$ cat src/rtl/frame_crc8_pkg.sv
package frame_crc8_pkg;

    typedef enum logic [1:0] {
        ST_IDLE  = 2'd0,
        ST_ACCUM = 2'd1,
        ST_DONE  = 2'd2
    } frm_state_e;

    typedef enum logic {
        DIR_TX = 1'b0,
        DIR_RX = 1'b1
    } frm_dir_e;

    typedef struct packed {
        logic     clear;
        logic     fin_ok;
        logic     fin_short;
        frm_dir_e dir;
    } frm_evt_t;

endpackage

$ cat src/rtl/crc8_byte_step.sv
module crc8_byte_step #(
    parameter int              CRC_W = 8,
    parameter logic [CRC_W-1:0] POLY = 8'h1D
) (
    input  logic [CRC_W-1:0] rem_i,
    input  logic [CRC_W-1:0] byte_i,
    output logic [CRC_W-1:0] rem_o
);

    logic [CRC_W:0][CRC_W-1:0] chain;

    assign chain[0] = rem_i;

    generate
        for (genvar i = 0; i < CRC_W; i++) begin : g_bit
            logic fb;
            assign fb = chain[i][CRC_W-1] ^ byte_i[CRC_W-1-i];
            assign chain[i+1] = {chain[i][CRC_W-2:0], 1'b0} ^ (fb ? POLY : '0);
        end
    endgenerate

    assign rem_o = chain[CRC_W];

endmodule

$ cat src/rtl/crc8_frame_ctrl.sv
module crc8_frame_ctrl
    import frame_crc8_pkg::*;
#(
    parameter int               CRC_W  = 8,
    parameter logic [CRC_W-1:0] INIT   = 8'hFF,
    parameter int               MIN_TX = 1,
    parameter int               MIN_RX = 2
) (
    input  logic             clk,
    input  logic             rst,
    input  logic             start_i,
    input  logic             dir_i,
    input  logic             valid_i,
    input  logic             end_i,
    input  logic [CRC_W-1:0] rem_nx_i,
    output logic [CRC_W-1:0] rem_q,
    output logic [CRC_W-1:0] rem_final,
    output frm_evt_t         evt
);

    localparam int CNT_MAX = (MIN_RX > MIN_TX) ? MIN_RX : MIN_TX;
    localparam int CNT_W   = $clog2(CNT_MAX + 1);

    frm_state_e        state_q, state_d;
    frm_dir_e          dir_q;
    logic [CNT_W-1:0]  cnt_q, cnt_sel;
    logic              take, finishing, long_enough;

    always_ff @(posedge clk) begin
        if (rst) state_q <= ST_IDLE;
        else     state_q <= state_d;
    end

    always_comb begin
        state_d = state_q;
        unique case (state_q)
            ST_IDLE:  if (start_i) state_d = ST_ACCUM;
            ST_ACCUM: begin
                if (start_i)    state_d = ST_ACCUM;
                else if (end_i) state_d = ST_DONE;
            end
            ST_DONE:  if (start_i) state_d = ST_ACCUM;
            default:  state_d = ST_IDLE;
        endcase
    end

    always_comb begin
        take      = (state_q == ST_ACCUM) && valid_i && !start_i;
        finishing = (state_q == ST_ACCUM) && end_i && !start_i;
        rem_final = take ? rem_nx_i : rem_q;
        cnt_sel   = cnt_q;
        if (take && (cnt_q != CNT_W'(CNT_MAX))) cnt_sel = cnt_q + 1'b1;
        if (dir_q == DIR_RX) long_enough = (cnt_sel >= CNT_W'(MIN_RX));
        else                 long_enough = (cnt_sel >= CNT_W'(MIN_TX));
        evt.clear     = start_i;
        evt.fin_ok    = finishing && long_enough;
        evt.fin_short = finishing && !long_enough;
        evt.dir       = dir_q;
    end

    always_ff @(posedge clk) begin
        if (rst) begin
            rem_q <= INIT;
            cnt_q <= '0;
            dir_q <= DIR_TX;
        end else if (start_i) begin
            rem_q <= INIT;
            cnt_q <= '0;
            dir_q <= frm_dir_e'(dir_i);
        end else if (take) begin
            rem_q <= rem_nx_i;
            cnt_q <= cnt_sel;
        end
    end

    assert_event_excl_R7: assert property (@(posedge clk) disable iff (rst)
        $onehot0({evt.clear, evt.fin_ok, evt.fin_short}));

    assert_quiet_hold_R9: assert property (@(posedge clk) disable iff (rst)
        (state_q != ST_ACCUM) && !start_i |=> $stable(rem_q));

    assert_close_to_done_R2: assert property (@(posedge clk) disable iff (rst)
        (evt.fin_ok || evt.fin_short) |=> (state_q == ST_DONE));

endmodule

$ cat src/rtl/crc8_result_reg.sv
module crc8_result_reg
    import frame_crc8_pkg::*;
#(
    parameter int               CRC_W   = 8,
    parameter logic [CRC_W-1:0] RESIDUE = 8'hC4
) (
    input  logic             clk,
    input  logic             rst,
    input  frm_evt_t         evt,
    input  logic [CRC_W-1:0] rem_final,
    output logic [CRC_W-1:0] crc_o,
    output logic             crc_valid_o,
    output logic             crc_err_o,
    output logic             len_err_o
);

    always_ff @(posedge clk) begin
        if (rst || evt.clear) begin
            crc_o       <= '0;
            crc_valid_o <= 1'b0;
            crc_err_o   <= 1'b0;
            len_err_o   <= 1'b0;
        end else if (evt.fin_ok) begin
            crc_valid_o <= 1'b1;
            if (evt.dir == DIR_TX) begin
                crc_o <= ~rem_final;
            end else begin
                crc_o     <= rem_final;
                crc_err_o <= (rem_final != RESIDUE);
            end
        end else if (evt.fin_short) begin
            len_err_o <= 1'b1;
        end
    end

    assert_len_excl_R6: assert property (@(posedge clk) disable iff (rst)
        len_err_o |-> (!crc_valid_o && !crc_err_o));

    assert_err_sticky_R5: assert property (@(posedge clk) disable iff (rst)
        crc_err_o && !evt.clear |=> crc_err_o);

    assert_start_clears_R7: assert property (@(posedge clk) disable iff (rst)
        evt.clear |=> (!crc_valid_o && !crc_err_o && !len_err_o));

    assert_result_hold_R2: assert property (@(posedge clk) disable iff (rst)
        crc_valid_o && !evt.clear |=> (crc_valid_o && $stable(crc_o)));

    assert_reset_state_R10: assert property (@(posedge clk)
        rst |=> (!crc_valid_o && !crc_err_o && !len_err_o && (crc_o == '0)));

endmodule

$ cat src/rtl/frame_crc8_unit.sv
module frame_crc8_unit
    import frame_crc8_pkg::*;
#(
    parameter int         CRC_W   = 8,
    parameter logic [7:0] POLY    = 8'h1D,
    parameter logic [7:0] INIT    = 8'hFF,
    parameter logic [7:0] RESIDUE = 8'hC4,
    parameter int         MIN_TX  = 1,
    parameter int         MIN_RX  = 2
) (
    input  logic       clk,
    input  logic       rst,
    input  logic       start_i,
    input  logic       dir_i,
    input  logic       valid_i,
    input  logic [7:0] data_i,
    input  logic       end_i,
    output logic [7:0] crc_o,
    output logic       crc_valid_o,
    output logic       crc_err_o,
    output logic       len_err_o
);

    logic [CRC_W-1:0] rem_q, rem_nx, rem_final;
    frm_evt_t         evt;

    crc8_byte_step #(.CRC_W(CRC_W), .POLY(POLY)) u_step (
        .rem_i  (rem_q),
        .byte_i (data_i),
        .rem_o  (rem_nx)
    );

    crc8_frame_ctrl #(
        .CRC_W(CRC_W), .INIT(INIT), .MIN_TX(MIN_TX), .MIN_RX(MIN_RX)
    ) u_ctrl (
        .clk       (clk),
        .rst       (rst),
        .start_i   (start_i),
        .dir_i     (dir_i),
        .valid_i   (valid_i),
        .end_i     (end_i),
        .rem_nx_i  (rem_nx),
        .rem_q     (rem_q),
        .rem_final (rem_final),
        .evt       (evt)
    );

    crc8_result_reg #(.CRC_W(CRC_W), .RESIDUE(RESIDUE)) u_res (
        .clk         (clk),
        .rst         (rst),
        .evt         (evt),
        .rem_final   (rem_final),
        .crc_o       (crc_o),
        .crc_valid_o (crc_valid_o),
        .crc_err_o   (crc_err_o),
        .len_err_o   (len_err_o)
    );

endmodule

$ cat config.mk
export PLATFORM = sky130hd
export DESIGN_NAME = frame_crc8_unit
export DESIGN_NICKNAME = d
export VERILOG_FILES = /design/src/rtl/frame_crc8_pkg.sv /design/src/rtl/crc8_byte_step.sv /design/src/rtl/crc8_frame_ctrl.sv /design/src/rtl/crc8_result_reg.sv /design/src/rtl/frame_crc8_unit.sv
export SDC_FILE = /design/constraint.sdc
export NUM_CORES = 1
export LEC_CHECK = 0
export BUFFER_PORTS_ARGS = -buffer_cell sky130_fd_sc_hd__buf_2
export CAP_MARGIN = 20
export CORE_MARGIN = 3
export CORE_UTILIZATION = 35
export CTS_CLUSTER_DIAMETER = 120
export DETAILED_ROUTE_END_ITERATION = 10
export PLACE_DENSITY = 0.52
export SYNTH_ARGS = -nofsm -noshare
export SYNTH_HDL_FRONTEND = slang
export SYNTH_SLANG_ARGS = --single-unit
$ cat constraint.sdc
create_clock -name clk -period 2.1 [get_ports clk]
set_clock_uncertainty 0.1 [all_clocks]
set_input_delay 0 -clock clk [delete_from_list [all_inputs] [get_ports clk]]
set_output_delay 0 -clock clk [all_outputs]
set_load 0.1 [all_outputs]
Word-level counts from Yosys, hierarchy flattened. Cells that the tools add are included.

$add $sub $neg: 1. $lt $le $gt $ge: 2. Equality and inequality tests: 6. Mux-type cells: 16. Bitwise gates (word level): 18. Reductions and logical operators: 16.

Operators with widths (count): 8-bit bitwise XOR (8); 5-bit 2-to-1 mux (8); 8-bit 2-to-1 mux (2); 2-bit 2-to-1 mux (4); 8-bit inequality test, second input constant (1); 8-bit inverter (1); 1-bit bitwise XOR (8); 1-bit logical AND (7); 2-bit AND reduction (3); 2-bit one-hot mux with 2 select lines (1); 2-bit OR reduction (2); 3-bit inequality test, second input constant (1); 2-bit by 1-bit adder with 2-bit output, second input constant (1); 2-bit by 1-bit == test with 1-bit output, second input constant (1); 2-bit == test, second input constant (1); 2-bit by 1-bit >= comparator with 1-bit output, second input constant (1); 2-bit >= comparator, second input constant (1); 1-bit zero test (2); 2-bit zero test (1); 2-bit by 1-bit inequality test with 1-bit output, second input constant (1); 2-bit inequality test, second input constant (1); 1-bit logical OR (1); 1-bit 2-to-1 mux (1); 1-bit inverter (1).

Bits in registers: 24. Output and inout port bits: 11.

Depth between registers and ports, before layout.
Depth in word-level cells: 27. Mapped depth: 9.

Cells and area by module. A second synthesis with hierarchy kept.

Cells, all modules: 134. Area, all modules: 1400.1 µm².

Modules (own cells, without submodules): crc8_frame_ctrl (instances 1, cells each 58, area an instance 635.6 µm²); crc8_result_reg (instances 1, cells each 50, area an instance 480.5 µm²); crc8_byte_step (instances 1, cells each 26, area an instance 284.0 µm²).

Worst setup path after synthesis. OpenSTA, ideal clock, no wires.

Path kind: reg-to-reg. Start: register u_ctrl.rem_q[5]. End: register u_res.crc_o[2]. Library setup time: 0.122 ns. Data arrival time: 1.630 ns. Slack: 0.248 ns. Stages on the path, launching flop included: 8. Buffers on the path: 0. Period minus slack after synthesis: 1.852 ns. Cells stage by stage: dfxtp_1 xor2_2 xnor2_1 xnor3_1 nor2_2 xnor2_2 xnor2_1 a21oi_1.

Word-level cells in the longest chain between the ends: 15.

RTL lines: start, declared (RTL line crc8_frame_ctrl.sv:16) `output logic [CRC_W-1:0] rem_q,`; start signal, assigned (RTL line crc8_frame_ctrl.sv:71) `rem_q <= rem_nx_i;`; 8-bit bitwise XOR * (2 in a row) (RTL line crc8_byte_step.sv:18) `assign chain[i+1] = {chain[i][CRC_W-2:0], 1'b0} ^ (fb ? POLY : '0);`; 1-bit bitwise XOR * (RTL line crc8_byte_step.sv:17) `assign fb = chain[i][CRC_W-1] ^ byte_i[CRC_W-1-i];`; 5-bit 2-to-1 mux * (RTL line crc8_byte_step.sv:18); 8-bit bitwise XOR * (5 in a row) (RTL line crc8_byte_step.sv:18); 1-bit bitwise XOR * (RTL line crc8_byte_step.sv:17); 5-bit 2-to-1 mux * (RTL line crc8_byte_step.sv:18); 8-bit bitwise XOR * (RTL line crc8_byte_step.sv:18); 8-bit 2-to-1 mux * (RTL line crc8_frame_ctrl.sv:50) `rem_final = take ? rem_nx_i : rem_q;`; 8-bit inverter (RTL line crc8_result_reg.sv:26) `crc_o <= ~rem_final;`; 8-bit 2-to-1 mux * (RTL line crc8_result_reg.sv:25) `if (evt.dir == DIR_TX) begin`; end signal, assigned (RTL line crc8_result_reg.sv:26); end signal, assigned (RTL line crc8_result_reg.sv:28) `crc_o <= rem_final;`; end, declared (RTL line crc8_result_reg.sv:11) `output logic [CRC_W-1:0] crc_o,`.

Mark *: on every way between the ends. The rest lies on a longest branch, timed or not. A chain may end at the register's enable or synchronous reset.

Final worst setup path.
Start: register u_ctrl.rem_q[5]. End: register u_res.crc_err_o.

Word-level cells in the longest chain between the ends: 14.

RTL lines: 8-bit bitwise XOR (2 in a row) (RTL line crc8_byte_step.sv:18); 1-bit bitwise XOR (RTL line crc8_byte_step.sv:17); 5-bit 2-to-1 mux (RTL line crc8_byte_step.sv:18); 8-bit bitwise XOR (4 in a row) (RTL line crc8_byte_step.sv:18); 8-bit bitwise XOR or 1-bit bitwise XOR (tied branches) (RTL line crc8_byte_step.sv:18, crc8_byte_step.sv:17); 1-bit bitwise XOR or 5-bit 2-to-1 mux (tied branches) (RTL line crc8_byte_step.sv:17, crc8_byte_step.sv:18); 5-bit 2-to-1 mux or 8-bit bitwise XOR (tied branches) (RTL line crc8_byte_step.sv:18); 8-bit bitwise XOR (RTL line crc8_byte_step.sv:18); 8-bit 2-to-1 mux * (RTL line crc8_frame_ctrl.sv:50); 8-bit inequality test * (RTL line crc8_result_reg.sv:29) `crc_err_o <= (rem_final != RESIDUE);`; end signal, assigned (RTL line crc8_result_reg.sv:29); end, declared (RTL line crc8_result_reg.sv:13) `output logic crc_err_o,`.

Marks and branches as above.

==> flow_summary.html <==
<table>
<tr><th>Metric</th><th>Value</th></tr>
<tr><th colspan="2">Run status</th></tr>
<tr><td>Status</td><td>finished, final reports clean</td></tr>
<tr><th colspan="2">Route</th></tr>
<tr><td>Final wirelength</td><td>2930 µm</td></tr>
<tr><td>Post-detailed-route DRC marker count</td><td>0</td></tr>
<tr><td>Antenna Violating Nets Remaining</td><td>0</td></tr>
<tr><td>Total number of vias</td><td>between 1000 and 1500</td></tr>
<tr><td>First-pass iteration count of the detailed router</td><td>4</td></tr>
<tr><td>Vias/cell</td><td>4.58</td></tr>
<tr><td>Routed length per placed instance</td><td>12.6 µm</td></tr>
<tr><td>Initial drt markers</td><td>60</td></tr>
<tr><th colspan="2">Yosys</th></tr>
<tr><td>Yosys Warn Count</td><td>0</td></tr>
<tr><td>Gate count after technology mapping</td><td>152</td></tr>
<tr><td>Post-synth top flop</td><td>dfxtp_1</td></tr>
<tr><td>Register area share after synthesis</td><td>34.2%</td></tr>
<tr><td>Ranking of synthesized cells by area</td><td>dfxtp_1 (34%), xnor2_1 (10%), xnor2_2 (6.9%)</td></tr>
<tr><td>Cell area after technology mapping</td><td>roughly 0.0014 mm²</td></tr>
<tr><td>Top cell type's share of synthesized area</td><td>about 34%</td></tr>
<tr><td>Average cell area after synthesis</td><td>around 9.3 µm²</td></tr>
<tr><td>Distinct cell type count after synthesis</td><td>37</td></tr>
<tr><td>Synth Register Bits</td><td>24</td></tr>
<tr><td>Library cell with the largest summed area after synthesis</td><td>dfxtp_1</td></tr>
<tr><td>Most used standard cell by instance count after synthesis</td><td>dfxtp_1</td></tr>
<tr><td>Ranking of synthesized cells by instance count</td><td>dfxtp_1 (24), nand2_1 (22), xnor2_1 (16)</td></tr>
<tr><td>Ys async rst share</td><td>0%</td></tr>
<tr><td>Net count after synthesis</td><td>167</td></tr>
<tr><td>Number of enable flip-flop cells after synthesis</td><td>0</td></tr>
<tr><th colspan="2">Power</th></tr>
<tr><td>Power per cell area</td><td>622 mW/mm²</td></tr>
<tr><td>VDD IR-drop max</td><td>0.000346 V</td></tr>
<tr><td>Pleak</td><td>0.732 nW</td></tr>
<tr><th colspan="2">Floorplanning</th></tr>
<tr><td>Placeable Area</td><td>0.00377 mm²</td></tr>
<tr><td>Vertical die dimension</td><td>69.4 µm</td></tr>
<tr><td>Io pins</td><td>25</td></tr>
<tr><td>Starting density of the core</td><td>37.3%</td></tr>
<tr><td>Total number of placement rows</td><td>22</td></tr>
<tr><td>Die width</td><td>69.4 µm</td></tr>
<tr><td>Area enclosed by the die boundary</td><td>0.00481 mm²</td></tr>
<tr><th colspan="2">Worst setup path</th></tr>
<tr><td>CP max stage cell</td><td>dfxtp_1</td></tr>
<tr><td>CP Launch Type</td><td>register</td></tr>
<tr><td>Critical path origin</td><td>u_ctrl.rem_q[5]$_SDFF_PP1_</td></tr>
<tr><td>Sequence of cells on the critical path</td><td>xor2_2 -&gt; xnor2_1 -&gt; nor2_1 -&gt; nand3b_1 -&gt; xor2_1 -&gt; nor4b_2 -&gt; a21oi_1</td></tr>
<tr><td>Number of gates on the worst path with buffers counted</td><td>7</td></tr>
<tr><td>Number of buffer and inverter instances along the worst setup path</td><td>0</td></tr>
<tr><td>Maximum fanout along the worst path</td><td>3</td></tr>
<tr><td>Crit path to</td><td>u_res.crc_err_o$_SDFFE_PP0P_</td></tr>
<tr><td>Critical path data arrival time</td><td>2.06 ns</td></tr>
<tr><td>Required @ worst endpoint</td><td>2.16 ns</td></tr>
<tr><td>Worst setup slack for register-to-register paths</td><td>approximately 0.095 ns</td></tr>
<tr><td>Reg2reg path depth</td><td>7</td></tr>
<tr><td>Worst r2r src</td><td>u_ctrl.rem_q[5]$_SDFF_PP1_</td></tr>
<tr><td>Category of the critical setup timing path</td><td>register to register</td></tr>
<tr><td>Cell family with most CP delay</td><td>XOR/XNOR gates</td></tr>
<tr><td>Crit end category</td><td>register</td></tr>
<tr><td>Terminus of the critical flop-to-flop path</td><td>u_res.crc_err_o$_SDFFE_PP0P_</td></tr>
<tr><td>Highest cell delay on the worst timing path</td><td>0.40 ns</td></tr>
<tr><th colspan="2">Placement</th></tr>
<tr><td>Number of buffer cells added on primary ports</td><td>24</td></tr>
<tr><td>Half-perimeter wire length of the detailed placement result</td><td>~2300 µm</td></tr>
<tr><td>Final weighted congestion in routability-driven placement</td><td>0.759</td></tr>
<tr><td>Worst setup slack after placement</td><td>0.112 ns</td></tr>
<tr><th colspan="2">Cells and area</th></tr>
<tr><td>Final cell utilization of the core</td><td>45.6%</td></tr>
<tr><td>Share of final-layout standard cells stronger than drive strength 1</td><td>29.2%</td></tr>
<tr><td>Area added between synthesis and finish</td><td>22.2%</td></tr>
<tr><td>Antenna Diode Count</td><td>0</td></tr>
<tr><td>Final net count</td><td>201</td></tr>
<tr><th colspan="2">GRT</th></tr>
<tr><td>Largest net degree at the start of global routing</td><td>15</td></tr>
<tr><td>Initial antenna violation count</td><td>0</td></tr>
<tr><td>GRT Overall Usage</td><td>13.2%</td></tr>
<tr><td>Global-route wire length before repair</td><td>5200 µm</td></tr>
<tr><td>Remaining global-route overflow</td><td>0</td></tr>
<tr><td>Vias in the first global route</td><td>1112</td></tr>
<tr><th colspan="2">STA</th></tr>
<tr><td>Final total negative setup slack</td><td>0 ns</td></tr>
<tr><td>Max-slew violation count</td><td>0</td></tr>
<tr><td>Period Utilization, post-route</td><td>between 90% and 100%</td></tr>
<tr><td>Worst Setup Slack, final</td><td>0.0945 ns</td></tr>
<tr><td>Count of final setup violators</td><td>0</td></tr>
<tr><td>Unrepaired setup endpoints after global routing</td><td>yes</td></tr>
<tr><td>Worst slew margin relative to its limit</td><td>between 60% and 70%</td></tr>
<tr><td>Maximum clock frequency</td><td>0.499 GHz</td></tr>
<tr><td>Worst hold margin</td><td>0.0206 ns</td></tr>
<tr><td>Time the final worst path needs with I/O delays and setup</td><td>approximately 2.0 ns</td></tr>
<tr><td>Slew @ Worst Pin</td><td>approximately 0.49 ns</td></tr>
<tr><td>Count of final hold-check violations</td><td>0</td></tr>
<tr><th colspan="2">Flow run</th></tr>
<tr><td>Count of maximum capacitance violations</td><td>0</td></tr>
<tr><th colspan="2">Clock tree</th></tr>
<tr><td>Clock latency on the worst-skew pair</td><td>0.26 ns</td></tr>
<tr><td>Clock root buffer</td><td>clkbuf_8</td></tr>
<tr><td>Sink count of the clock tree</td><td>24</td></tr>
<tr><td>Maximum level of the CTS H-tree</td><td>1</td></tr>
<tr><td>Number of clock buffers inserted by TritonCTS</td><td>3</td></tr>
<tr><td>Buffer levels on the longest clock path</td><td>2</td></tr>
<tr><td>PostCTS Resize Cnt</td><td>0</td></tr>
<tr><td>CTS tree</td><td>yes</td></tr>
<tr><td>Post-CTS clock slew at the launch and capture registers of the worst setup and hold paths</td><td>0.08 ns</td></tr>
<tr><th colspan="2">Hold path</th></tr>
<tr><td>Hold/Removal Path Class</td><td>primary input to register</td></tr>
</table>
-- sequential cells by signal, indices dropped and copies added (netlist names) --
name and count:
u_res.crc_err_o 1, u_ctrl.cnt_q 2, u_ctrl.state_q 2, u_ctrl.rem_q 8, u_res.len_err_o 1, u_res.crc_o 8
u_ctrl.dir_q 1, u_res.crc_valid_o 1
-- final cells by class --
class	instances	area [µm²]
timing repair buffer	35	210
tap	48	60.1
inverter	2	7.51
sequential	24	480
clock buffer	3	41.3
fill	356	2050
multi-input combinational	120	888
clock inverter	1	30.0
-- stage by stage --
step	cell area [µm²]	power, W	cells
3_3_place_gp	1620	0.000675	226
4_1_cts	1720	0.00108	233
6_report	1720	0.00107	233
5_1_grt	1720	0.00113	233
2_1_floorplan	1410	0.000627	152
3_5_place_dp	1620	0.000677	226
-- worst register-to-register path, cell delays in order (launching register included) --
cell      delay [ns]
dfxtp_1         0.40
xor2_2          0.25
xnor2_1         0.22
nor2_1          0.08
nand3b_1        0.18
xor2_1          0.33
nor4b_2         0.26
a21oi_1         0.09
-- how the worst min path moves through the flow --
| stage | start | to | slack, ns | cells after the start |
|---|---|---|---|---|
| detailed placement | rst | u_ctrl.dir_q$_SDFFE_PP0P_ | 0.11 | 2 |
| global route | start_i | u_ctrl.state_q[0]$_SDFFE_PP0P_ | 0.008 | 3 |
| CTS | start_i | u_ctrl.state_q[0]$_SDFFE_PP0P_ | 0.006 | 3 |
| floorplan | rst | u_ctrl.dir_q$_SDFFE_PP0P_ | -0.03 | 1 |
| global placement | rst | u_ctrl.dir_q$_SDFFE_PP0P_ | 0.11 | 2 |
| finish | start_i | u_ctrl.state_q[0]$_SDFFE_PP0P_ | 0.02 | 3 |
-- cells in the final DEF (no fill, tap or decap), types with 2 or more instances in the layout --
cell type / instances
or2_2: 2
nor2_1: 15
xor2_2: 2
buf_2: 24
nor3_1: 3
clkbuf_8: 3
a21oi_1: 10
xnor2_1: 16
dlygate4sd3_1: 3
nand2_1: 22
xnor2_2: 6
buf_4: 8
a31oi_1: 2
mux2i_1: 7
inv_1: 2
dfxtp_1: 24
o21ai_0: 5
xor2_1: 10
-- cell families after synthesis --
group | synth area share [%]
and+or+nand+nor | 17.0
xor gates and xnor gates | 27.0
AOI/OAI and AO/OA | 11.5
DFF | 34.2
muxes | 6.76
buffers and inverters | 2.67
adders and majority gates | 0.890
-- per-layer routing --
layer	routed length (µm)	global-route usage [%]	vias up
met1	1460	18.4	480
met5	0	0	-
met4	17	4.56	0
met3	88	1.74	2
met2	1370	20.8	16
li1	-	-	568
-- timing repair --
action                                 4_1_cts  5_1_grt
setup buffers                                0        0
setup endpoints to repair                    0        1
endpoints found under the hold margin        2        0
hold buffers                                 3        0
-- power breakdown --
| group | switching, W | internal (W) | leakage, nW |
|---|---|---|---|
| Sequential | 0.00000598 | 0.000461 | 0.194 |
| Combinational | 0.000109 | 0.0000960 | 0.502 |
| Clock | 0.000142 | 0.000255 | 0.0357 |
Note: power is estimated with default switching activity, not from simulation.
